--- config.mk ---
export PLATFORM = sky130hd
export DESIGN_NAME = tca_arbiter
export DESIGN_NICKNAME = d
export VERILOG_FILES = /design/src/rtl/tca_pkg.sv /design/src/rtl/tca_regs.sv /design/src/rtl/tca_window.sv /design/src/rtl/tca_rrpick.sv /design/src/rtl/tca_arbiter.sv
export SDC_FILE = /design/constraint.sdc
export NUM_CORES = 1
export LEC_CHECK = 0
export ABC_AREA = 1
export BUFFER_PORTS_ARGS = -buffer_cell sky130_fd_sc_hd__buf_2
export CORE_UTILIZATION = 38
export CTS_CLUSTER_SIZE = 30
export DETAILED_ROUTE_END_ITERATION = 8
export PLACE_DENSITY = 0.74
export SLEW_MARGIN = 20
export SYNTH_ARGS = -nofsm -noshare
export SYNTH_HDL_FRONTEND = slang
export SYNTH_SLANG_ARGS = --single-unit
--- constraint.sdc ---
create_clock -name clk -period 2.2 [get_ports clk]
set_input_delay 0.33 -clock clk [delete_from_list [all_inputs] [get_ports clk]]
set_output_delay 0.33 -clock clk [all_outputs]
set_load 0.01 [all_outputs]
--- src/rtl/tca_pkg.sv ---
package tca_pkg;
   localparam int DATA_W   = 32;
   localparam int WIN_W    = 8;
   localparam int ROT_W    = 5;
   localparam int WIN1_LSB = 0;
   localparam int WIN2_LSB = 16;
   localparam logic [WIN_W-1:0] WIN_RST = 8'd64;
   localparam logic [ROT_W-1:0] ROT_RST = 5'd1;
endpackage

--- src/rtl/tca_regs.sv ---
module tca_regs
   import tca_pkg::*;
#(
   parameter int NUM_THR = 3,
   parameter int AW      = 2
) (
   input  logic                     clk,
   input  logic                     rst_n,
   input  logic                     wr_en,
   input  logic [AW-1:0]            wr_addr,
   input  logic [DATA_W-1:0]        wr_data,
   input  logic [AW-1:0]            rd_addr,
   output logic [DATA_W-1:0]        rd_data,
   output logic [WIN_W-1:0]         win1,
   output logic [WIN_W-1:0]         win2,
   output logic [NUM_THR*ROT_W-1:0] rot_flat
);
   logic [WIN_W-1:0] w1_q, w2_q;
   logic [ROT_W-1:0] rot_q [NUM_THR];
   logic [DATA_W-WIN2_LSB-WIN_W-1:0] unused_hi;
   logic [WIN2_LSB-WIN1_LSB-WIN_W-1:0] unused_mid;

   initial begin
      if (NUM_THR + 1 > (1 << AW)) $error("tca_regs: AW too small for NUM_THR");
      if (WIN2_LSB < WIN1_LSB + WIN_W) $error("tca_regs: window fields overlap");
   end

   assign unused_hi  = wr_data[DATA_W-1:WIN2_LSB+WIN_W];
   assign unused_mid = wr_data[WIN2_LSB-1:WIN1_LSB+WIN_W];

   always_ff @(posedge clk or negedge rst_n) begin
      if (!rst_n) begin
         w1_q <= WIN_RST;
         w2_q <= WIN_RST;
      end else if (wr_en && wr_addr == '0) begin
         w1_q <= wr_data[WIN1_LSB +: WIN_W];
         w2_q <= wr_data[WIN2_LSB +: WIN_W];
      end
   end

   always_ff @(posedge clk or negedge rst_n) begin
      if (!rst_n) begin
         for (int t = 0; t < NUM_THR; t++) rot_q[t] <= ROT_RST;
      end else if (wr_en) begin
         for (int t = 0; t < NUM_THR; t++)
            if (wr_addr == AW'(t + 1)) rot_q[t] <= wr_data[ROT_W-1:0];
      end
   end

   generate
      for (genvar t = 0; t < NUM_THR; t++) begin : g_flat
         assign rot_flat[t*ROT_W +: ROT_W] = rot_q[t];
      end
   endgenerate

   assign win1 = w1_q;
   assign win2 = w2_q;

   always_comb begin
      rd_data = '0;
      if (rd_addr == '0) begin
         rd_data[WIN1_LSB +: WIN_W] = w1_q;
         rd_data[WIN2_LSB +: WIN_W] = w2_q;
      end else begin
         for (int t = 0; t < NUM_THR; t++)
            if (rd_addr == AW'(t + 1)) rd_data[ROT_W-1:0] = rot_q[t];
      end
   end
endmodule

--- src/rtl/tca_window.sv ---
module tca_window
   import tca_pkg::*;
(
   input  logic             clk,
   input  logic             rst_n,
   input  logic [WIN_W-1:0] len1_raw,
   input  logic [WIN_W-1:0] len2_raw,
   output logic             hi2
);
   logic [WIN_W-1:0] cnt_q, len1, len2, cur_len;
   logic             wrap;

   assign len1    = (len1_raw == '0) ? WIN_W'(1) : len1_raw;
   assign len2    = (len2_raw == '0) ? WIN_W'(1) : len2_raw;
   assign cur_len = hi2 ? len2 : len1;
   assign wrap    = (cnt_q >= cur_len - WIN_W'(1));

   always_ff @(posedge clk or negedge rst_n) begin
      if (!rst_n) begin
         cnt_q <= '0;
         hi2   <= 1'b0;
      end else if (wrap) begin
         cnt_q <= '0;
         hi2   <= ~hi2;
      end else begin
         cnt_q <= cnt_q + WIN_W'(1);
      end
   end


   flip_restart_chk: assert property (@(posedge clk) disable iff (!rst_n)
      (hi2 != $past(hi2)) |-> (cnt_q == '0));
endmodule

--- src/rtl/tca_rrpick.sv ---
module tca_rrpick #(
   parameter int N  = 3,
   parameter int IW = 2
) (
   input  logic [N-1:0]  req,
   input  logic [IW-1:0] last,
   output logic [N-1:0]  pick,
   output logic          any
);
   initial begin
      if (N < 1) $error("tca_rrpick: N must be positive");
   end

   always_comb begin
      logic found;
      found = 1'b0;
      pick  = '0;
      for (int k = 1; k <= N; k++) begin
         int idx;
         idx = (int'(last) + k) % N;
         if (!found && req[idx]) begin
            pick[idx] = 1'b1;
            found     = 1'b1;
         end
      end
   end

   assign any = |req;
endmodule

--- src/rtl/tca_arbiter.sv ---
module tca_arbiter
   import tca_pkg::*;
#(
   parameter int                   NUM_THR   = 3,
   parameter logic [NUM_THR-1:0]   CLS2_MASK = 3'b100,
   parameter int                   AW        = $clog2(NUM_THR + 1)
) (
   input  logic               clk,
   input  logic               rst_n,
   input  logic [NUM_THR-1:0] req,
   input  logic [NUM_THR-1:0] done,
   output logic [NUM_THR-1:0] gnt,
   input  logic               wr_en,
   input  logic [AW-1:0]      wr_addr,
   input  logic [DATA_W-1:0]  wr_data,
   input  logic [AW-1:0]      rd_addr,
   output logic [DATA_W-1:0]  rd_data
);
   localparam int IW = (NUM_THR > 1) ? $clog2(NUM_THR) : 1;

   initial begin
      if (NUM_THR < 2) $error("tca_arbiter: need at least two threads");
   end

   logic [WIN_W-1:0]         win1, win2;
   logic [NUM_THR*ROT_W-1:0] rot_flat;
   logic                     hi2;
   logic [NUM_THR-1:0]       gnt_q, pick;
   logic [NUM_THR-1:0]       cls_pick [2];
   logic [1:0]               cls_any;
   logic [IW-1:0]            last_q [2];
   logic [ROT_W-1:0]         served_q, lim;
   logic                     own_req, own_done, limit_hit, release_now, free;

   tca_regs #(.NUM_THR(NUM_THR), .AW(AW)) u_regs (
      .clk(clk), .rst_n(rst_n), .wr_en(wr_en), .wr_addr(wr_addr),
      .wr_data(wr_data), .rd_addr(rd_addr), .rd_data(rd_data),
      .win1(win1), .win2(win2), .rot_flat(rot_flat)
   );

   tca_window u_win (
      .clk(clk), .rst_n(rst_n), .len1_raw(win1), .len2_raw(win2), .hi2(hi2)
   );

   generate
      for (genvar c = 0; c < 2; c++) begin : g_cls
         logic [NUM_THR-1:0] member;
         assign member = (c == 1) ? CLS2_MASK : ~CLS2_MASK;
         tca_rrpick #(.N(NUM_THR), .IW(IW)) u_pick (
            .req(req & member), .last(last_q[c]),
            .pick(cls_pick[c]), .any(cls_any[c])
         );
      end
   endgenerate

   always_comb begin
      if (hi2) pick = cls_any[1] ? cls_pick[1] : cls_pick[0];
      else     pick = cls_any[0] ? cls_pick[0] : cls_pick[1];
   end

   always_comb begin
      lim = ROT_W'(1);
      for (int t = 0; t < NUM_THR; t++)
         if (gnt_q[t] && rot_flat[t*ROT_W +: ROT_W] != '0)
            lim = rot_flat[t*ROT_W +: ROT_W];
   end

   assign own_req     = |(gnt_q & req);
   assign own_done    = |(gnt_q & done);
   assign limit_hit   = ({1'b0, served_q} + (ROT_W+1)'(1)) >= {1'b0, lim};
   assign release_now = !own_req || (own_done && limit_hit);
   assign free        = (gnt_q == '0) || release_now;

   always_ff @(posedge clk or negedge rst_n) begin
      if (!rst_n) begin
         gnt_q    <= '0;
         served_q <= '0;
         last_q[0] <= '0;
         last_q[1] <= '0;
      end else if (free) begin
         gnt_q    <= pick;
         served_q <= '0;
         for (int t = 0; t < NUM_THR; t++)
            if (pick[t]) last_q[CLS2_MASK[t]] <= IW'(t);
      end else if (own_done) begin
         served_q <= served_q + ROT_W'(1);
      end
   end

   assign gnt = gnt_q;


   gnt_onehot_chk: assert property (@(posedge clk) disable iff (!rst_n)
      $onehot0(gnt_q));


   no_idle_chk: assert property (@(posedge clk) disable iff (!rst_n)
      (gnt_q == '0 && req != '0) |=> (gnt_q != '0));


   hold_chk: assert property (@(posedge clk) disable iff (!rst_n)
      (gnt_q != '0 && own_req && !own_done) |=> $stable(gnt_q));


   drop_release_chk: assert property (@(posedge clk) disable iff (!rst_n)
      (gnt_q != '0 && !own_req) |=> ((gnt_q & $past(gnt_q)) == '0));
endmodule

; ---- Yosys cells after proc, flatten, opt, wreduce, memory -nomap -nowiden
; Index checks and enable logic that the tools add are counted.
[classes]
n_addsub = 10
n_div = 6
magnitude_cmp = 14
n_eq_ne = 6
muxes = 60
bitwise_logic = 7
reduce_logical = 40
[ops]
columns = cell, count
row1 = greater-or-equal comparator 32 x 1 -> 1 bit (second input constant), 6
row2 = < comparator 32 x 4 -> 1 bit (second input constant), 6
row3 = remainder unit 32 x 3 -> 32 bit (second input constant), 6
row4 = 2-to-1 mux 5 bit, 9
row5 = 2-to-1 mux 8 bit, 5
row6 = 2-to-1 mux 3 bit, 10
row7 = 2-to-1 mux 1 bit, 22
row8 = zero test 8 bit, 2
row9 = logical AND 1 bit, 15
row10 = nonzero test 5 bit, 3
row11 = adder 2 x 2 -> 3 bit (second input constant), 4
row12 = binary-select mux 1 bit (select 2 bit), 6
row13 = demux 1 bit (select 2 bit), 6
row14 = OR 3 bit, 4
row15 = AND reduction 2 bit, 5
row16 = adder 8 x 1 -> 8 bit (second input constant), 1
row17 = equality test 2 bit (second input constant), 4
row18 = greater-or-equal comparator 8 bit, 1
row19 = subtractor 8 x 1 -> 8 bit (second input constant), 1
row20 = adder 2 x 1 -> 3 bit (second input constant), 2
row21 = adder 5 x 1 -> 6 bit (second input constant), 1
row22 = AND 3 bit, 2
row23 = greater-or-equal comparator 6 x 5 -> 1 bit, 1
row24 = OR reduction 3 bit, 2
row25 = other kinds (10), 19
[word_totals]
ff_bits = 51
inputBits = 45
elab_cells = 154

; ---- Logic depth before layout (Yosys ltp)
[depth]
depth_word = 16
ltp_mapped = 18
depth_no_buf = 18

; ---- Hierarchy
; A second synthesis with hierarchy kept.
[unflattened]
cells_unflattened = 547
area_unflattened_um2 = 3866.2
[modules_own_cells]
columns = module, instances, cells_per_inst, area_each_um2, seq_area_each_um2
row1 = tca_regs, 1, 190, 1582.8, 782.0
row2 = tca_window, 1, 135, 933.4, 225.2
row3 = tca_arbiter, 1, 132, 882.1, 250.2
row4 = tca_rrpick, 2, 45, 234.0, 0.0

; ---- Worst setup path before layout
; Ideal clock, no wire load.
[synth_timing]
path_type = reg2reg
from = reg u_win.hi2
to = reg u_win.hi2
setup_ns = 0.118
arrival_time_ns = 2.071
slack_ns = 0.011
stages_incl_launch_ff = 15
n_path_buf = 2
period_less_slack_ns = 2.189
cell_sequence = dfrtp_1 buf_6 buf_8 nor2_1 o21ai_2 nand2_4 nand2_1 xor2_1 ha_1 a21oi_1 nor2_1 a211oi_2 nand3_1 nand2_1 nand2_1
[synth_via]
elab_chain_len = 3
word_cells_on_any_way = 4
[synth_lines]
columns = item, line
row1 = "start, declared", tca_window.sv:8  ; output logic hi2
row2 = "start signal, assigned", tca_window.sv:24  ; hi2 <= ~hi2;
row3 = 2-to-1 mux 8 bit, tca_window.sv:15  ; assign cur_len = hi2 ? len2 : len1;
row4 = subtractor 8 x 1 -> 8 bit, tca_window.sv:16  ; assign wrap = (cnt_q >= cur_len - WIN_W'(1));
row5 = greater-or-equal comparator 8 bit, tca_window.sv:16
; Parallel ways exist; a longest one is shown, timed or not.
; A chain may end at the register's enable or synchronous reset.

; ---- Worst setup path after layout
; Same ends and word-level chain as after synthesis.

==> flow_summary_export.csv <==
group,metric,value,unit
drt,drc,0,
timing,setup_viol,16,
power,power_density,1110,nW/um^2
synth,synth_cells,420,
floorplan,die_width,92.6,um
outcome,status,"finished with violations",
placement,place_congestion,0.903,
final_layout,antenna_cells_inserted,0,
flow_run,maxCapViolations,0,
synth,yosysSeqAreaShare,0.395,
floorplan,fp.dieH,92.6,um
timing,tightest_slew,633,ps
floorplan,core_area,7850,sq um
timing,clock_skew,13.7,ps
drt,wl,8040,um
synth,avgSynthCellArea,7.42,sq um
drt,drtIter0Drc,113,
timing,period_share,1.12,
global_routing,grt_pass1_wl,12600,um
final_layout,mostFrequentLayoutCells,"nand2_1 (95), inv_1 (52), buf_4 (49)",
global_routing,grt_usage,0.184,
setup_path,cpPeakStageDelay,460,ps
global_routing,antenna_found_initial,0,
cts,clkSinkCount,49,
drt,wl_met1,3770,um
setup_path,endpoint_kind,"flop",
synth,synth-main-ff-cell,"dfrtp_1",
setup_path,startpoint_type,"flop",
global_routing,grt_max_degree,50,
cts,cts_buffers,5,
timing,fmax,0.405,GHz
setup_path,critical_path_buf_inv_count,2,
drt,drtAntennaViolNets,0,
synth,yosysUniqueCellTypes,32,
timing,finalMaxSlewViolations,0,
drt,drt-pass1-iter-count,4,
power,vdd_drop_max,0.000438,V
setup_path,path_delay_family,"compound AO/OA/AOI/OAI gates",
cts,cts_max_path_buffers,2,
synth,synthArstFlopShare,1.00,
floorplan,initial_core_util,0.397,
global_routing,grt_overflow,0,
cts,htree_levels,2,
placement,post_dp_cell_area,3750,sq um
drt,wl_met2,3820,um
setup_path,cp_common_cell,"nand2_1",
timing,hold_viol,0,
timing,rsz0062_at_grt,"yes",
synth,synth_seq_cells,49,
synth,syn-cell-area,3120,sq um
power,cellLeakagePower,0.00221,uW
placement,port_buffers,47,
global_routing,grt_pass1_vias,2812,
timing,tns,-2210,ps
setup_path,critical_path_required,2400,ps
cts,clk_pin_slew_worst_paths,100,ps
outcome,violations,"setup timing",
final_layout,layout-drive-gt1-share,0.314,
timing,holdWs,118,ps
final_layout,final_util,0.523,
placement,dp_hpwl,5640,um
setup_path,crit_path_cell_trace,"buf_12 > o21ai_4 > nand2_2 > nor2_1 > nand2_1 > xor2_1 > ha_1 > a21oi_2 > nor2_2 > a211oi_2 > nand3_2 > buf_6 > nand2_1 > nand2_1",
synth,ys_warn_count,0,
timing,maxSlewHeadroom,0.578,
cts,cts_hold_buf,0,
drt,routed-wl-met3,308,um
drt,highest_layer,"met4",
final_layout,final_common_cell,"nand2_1",
synth,synth_edf_count,0,
setup_path,cp.arrival,2670,ps
floorplan,die_area,8570,sq um
setup_path,slowest_stage,"dfrtp_2",
final_layout,area_growth,31.8,%
drt,wl_per_cell,12.9,um
drt,vias,3032,
cts,cts_tree,"built",
cts,insertion_delay,310,ps
floorplan,rows,32,
timing,period_needed,2470,ps
timing,finalWorstSetupSlack,-269,ps
min_path,hp-class,"in2async",
drt,vias_per_cell,4.85,
floorplan,io_pins,80,
setup_path,crit_type,"reg2reg",
final_layout,final_area,4110,sq um
placement,preCtsSetupSlack,-182,ps
cts,cts-root-buf,"clkbuf_8",
final_layout,fin_nets,582,
setup_path,cp_max_fo,9,
-- worst paths after layout --
kind	endpoint	depth (start not counted)	from	slack, ps
setup / recovery	u_win.hi2	14	u_win.hi2	-270
hold / removal	served_q[1]	2	rst_n	120
setup reg to reg	u_win.hi2	14	u_win.hi2	-270
hold reg to reg	u_win.cnt_q[0]	1	u_win.cnt_q[0]	500
max in group asynchronous	u_win.hi2	2	rst_n	1620
min in group clk	u_regs.win1[6]	3	wr_data[6]	250
-- synthesized netlist by cell type (2+ instances only) --
cell       instances  area [sq um]
nand4_1            8          50.1
nor3_1             5          25.0
o22ai_1            5          31.3
xnor2_1            2          17.5
nand2_2            2          12.5
o21ai_2            4          35.0
ha_1              15           188
a21oi_1           18          90.1
xor2_1             9          78.8
dfstp_2            5           131
nor2_1            47           176
o21ai_1            3          15.0
dfrtp_1           44          1100
nand2_1          105           394
clkbuf_1           3          11.3
inv_1             55           206
buf_4             16           120
nand3_1           25           125
o2111ai_1          2          17.5
o21ai_0           33           165
inv_2              3          11.3
-- timing repair --
| item | 4_1_cts | 5_1_grt |
|---|---|---|
| endpoints found under the setup margin | 18 | 18 |
| cloned | 1 | 2 |
| buffers inserted | 1 | 3 |
| resized for setup | 7 | 48 |
| pin swaps | 2 | 9 |
-- stage by stage --
stage | cells | power [uW]
floorplan | 435 | 2730
global placement | 610 | 3360
detailed placement | 610 | 3470
CTS | 620 | 4070
global route | 625 | 4940
finish | 625 | 4550
-- layout make-up --
type | instances | area (sq um)
Inverter | 58 | 220
Timing Repair Buffer | 101 | 676
Clock buffer | 7 | 76.3
Sequential cell | 49 | 1230
Fill cell | 768 | 3740
Tap cell | 102 | 128
Multi-Input combinational cell | 307 | 1770
Clock inverter | 1 | 7.51
-- power by group --
group | total (uW) | switching, uW | leakage [uW] | internal [uW]
Clock | 539 | 313 | 0.0000385 | 226
Sequential | 1370 | 236 | 0.000590 | 1140
Combinational | 2630 | 1480 | 0.00158 | 1150
-- sequential cells by signal (all words and copies together), names as in the netlist --
register         count
served_q             5
gnt                  3
u_win.cnt_q          8
u_regs.win1          8
u_win.hi2            1
u_regs.rot_flat     15
u_regs.win2          8
last_q               1
-- per-layer routing --
metal,vias up,global-route usage
li1,1517,-
met5,-,0
met2,79,0.299
met1,1424,0.245
met4,0,0.0677
met3,12,0.0320
-- cells by family (layout without fill, tap and decap cells) --
family | Yosys count | count (layout) | share of synthesized area
AO/OA/AOI/OAI | 67 | 67 | 0.123
XOR/XNOR | 11 | 11 | 0.0309
adder cells (fa/ha/maj) | 15 | 15 | 0.0602
buffers and inverters | 80 | 167 | 0.122
flip-flops | 49 | 49 | 0.395
multiplexers | 1 | 1 | 0.00321
other | 1 | 16 | 0.00120
AND/OR/NAND/NOR | 196 | 197 | 0.265
(Power assumes the default switching activity.)
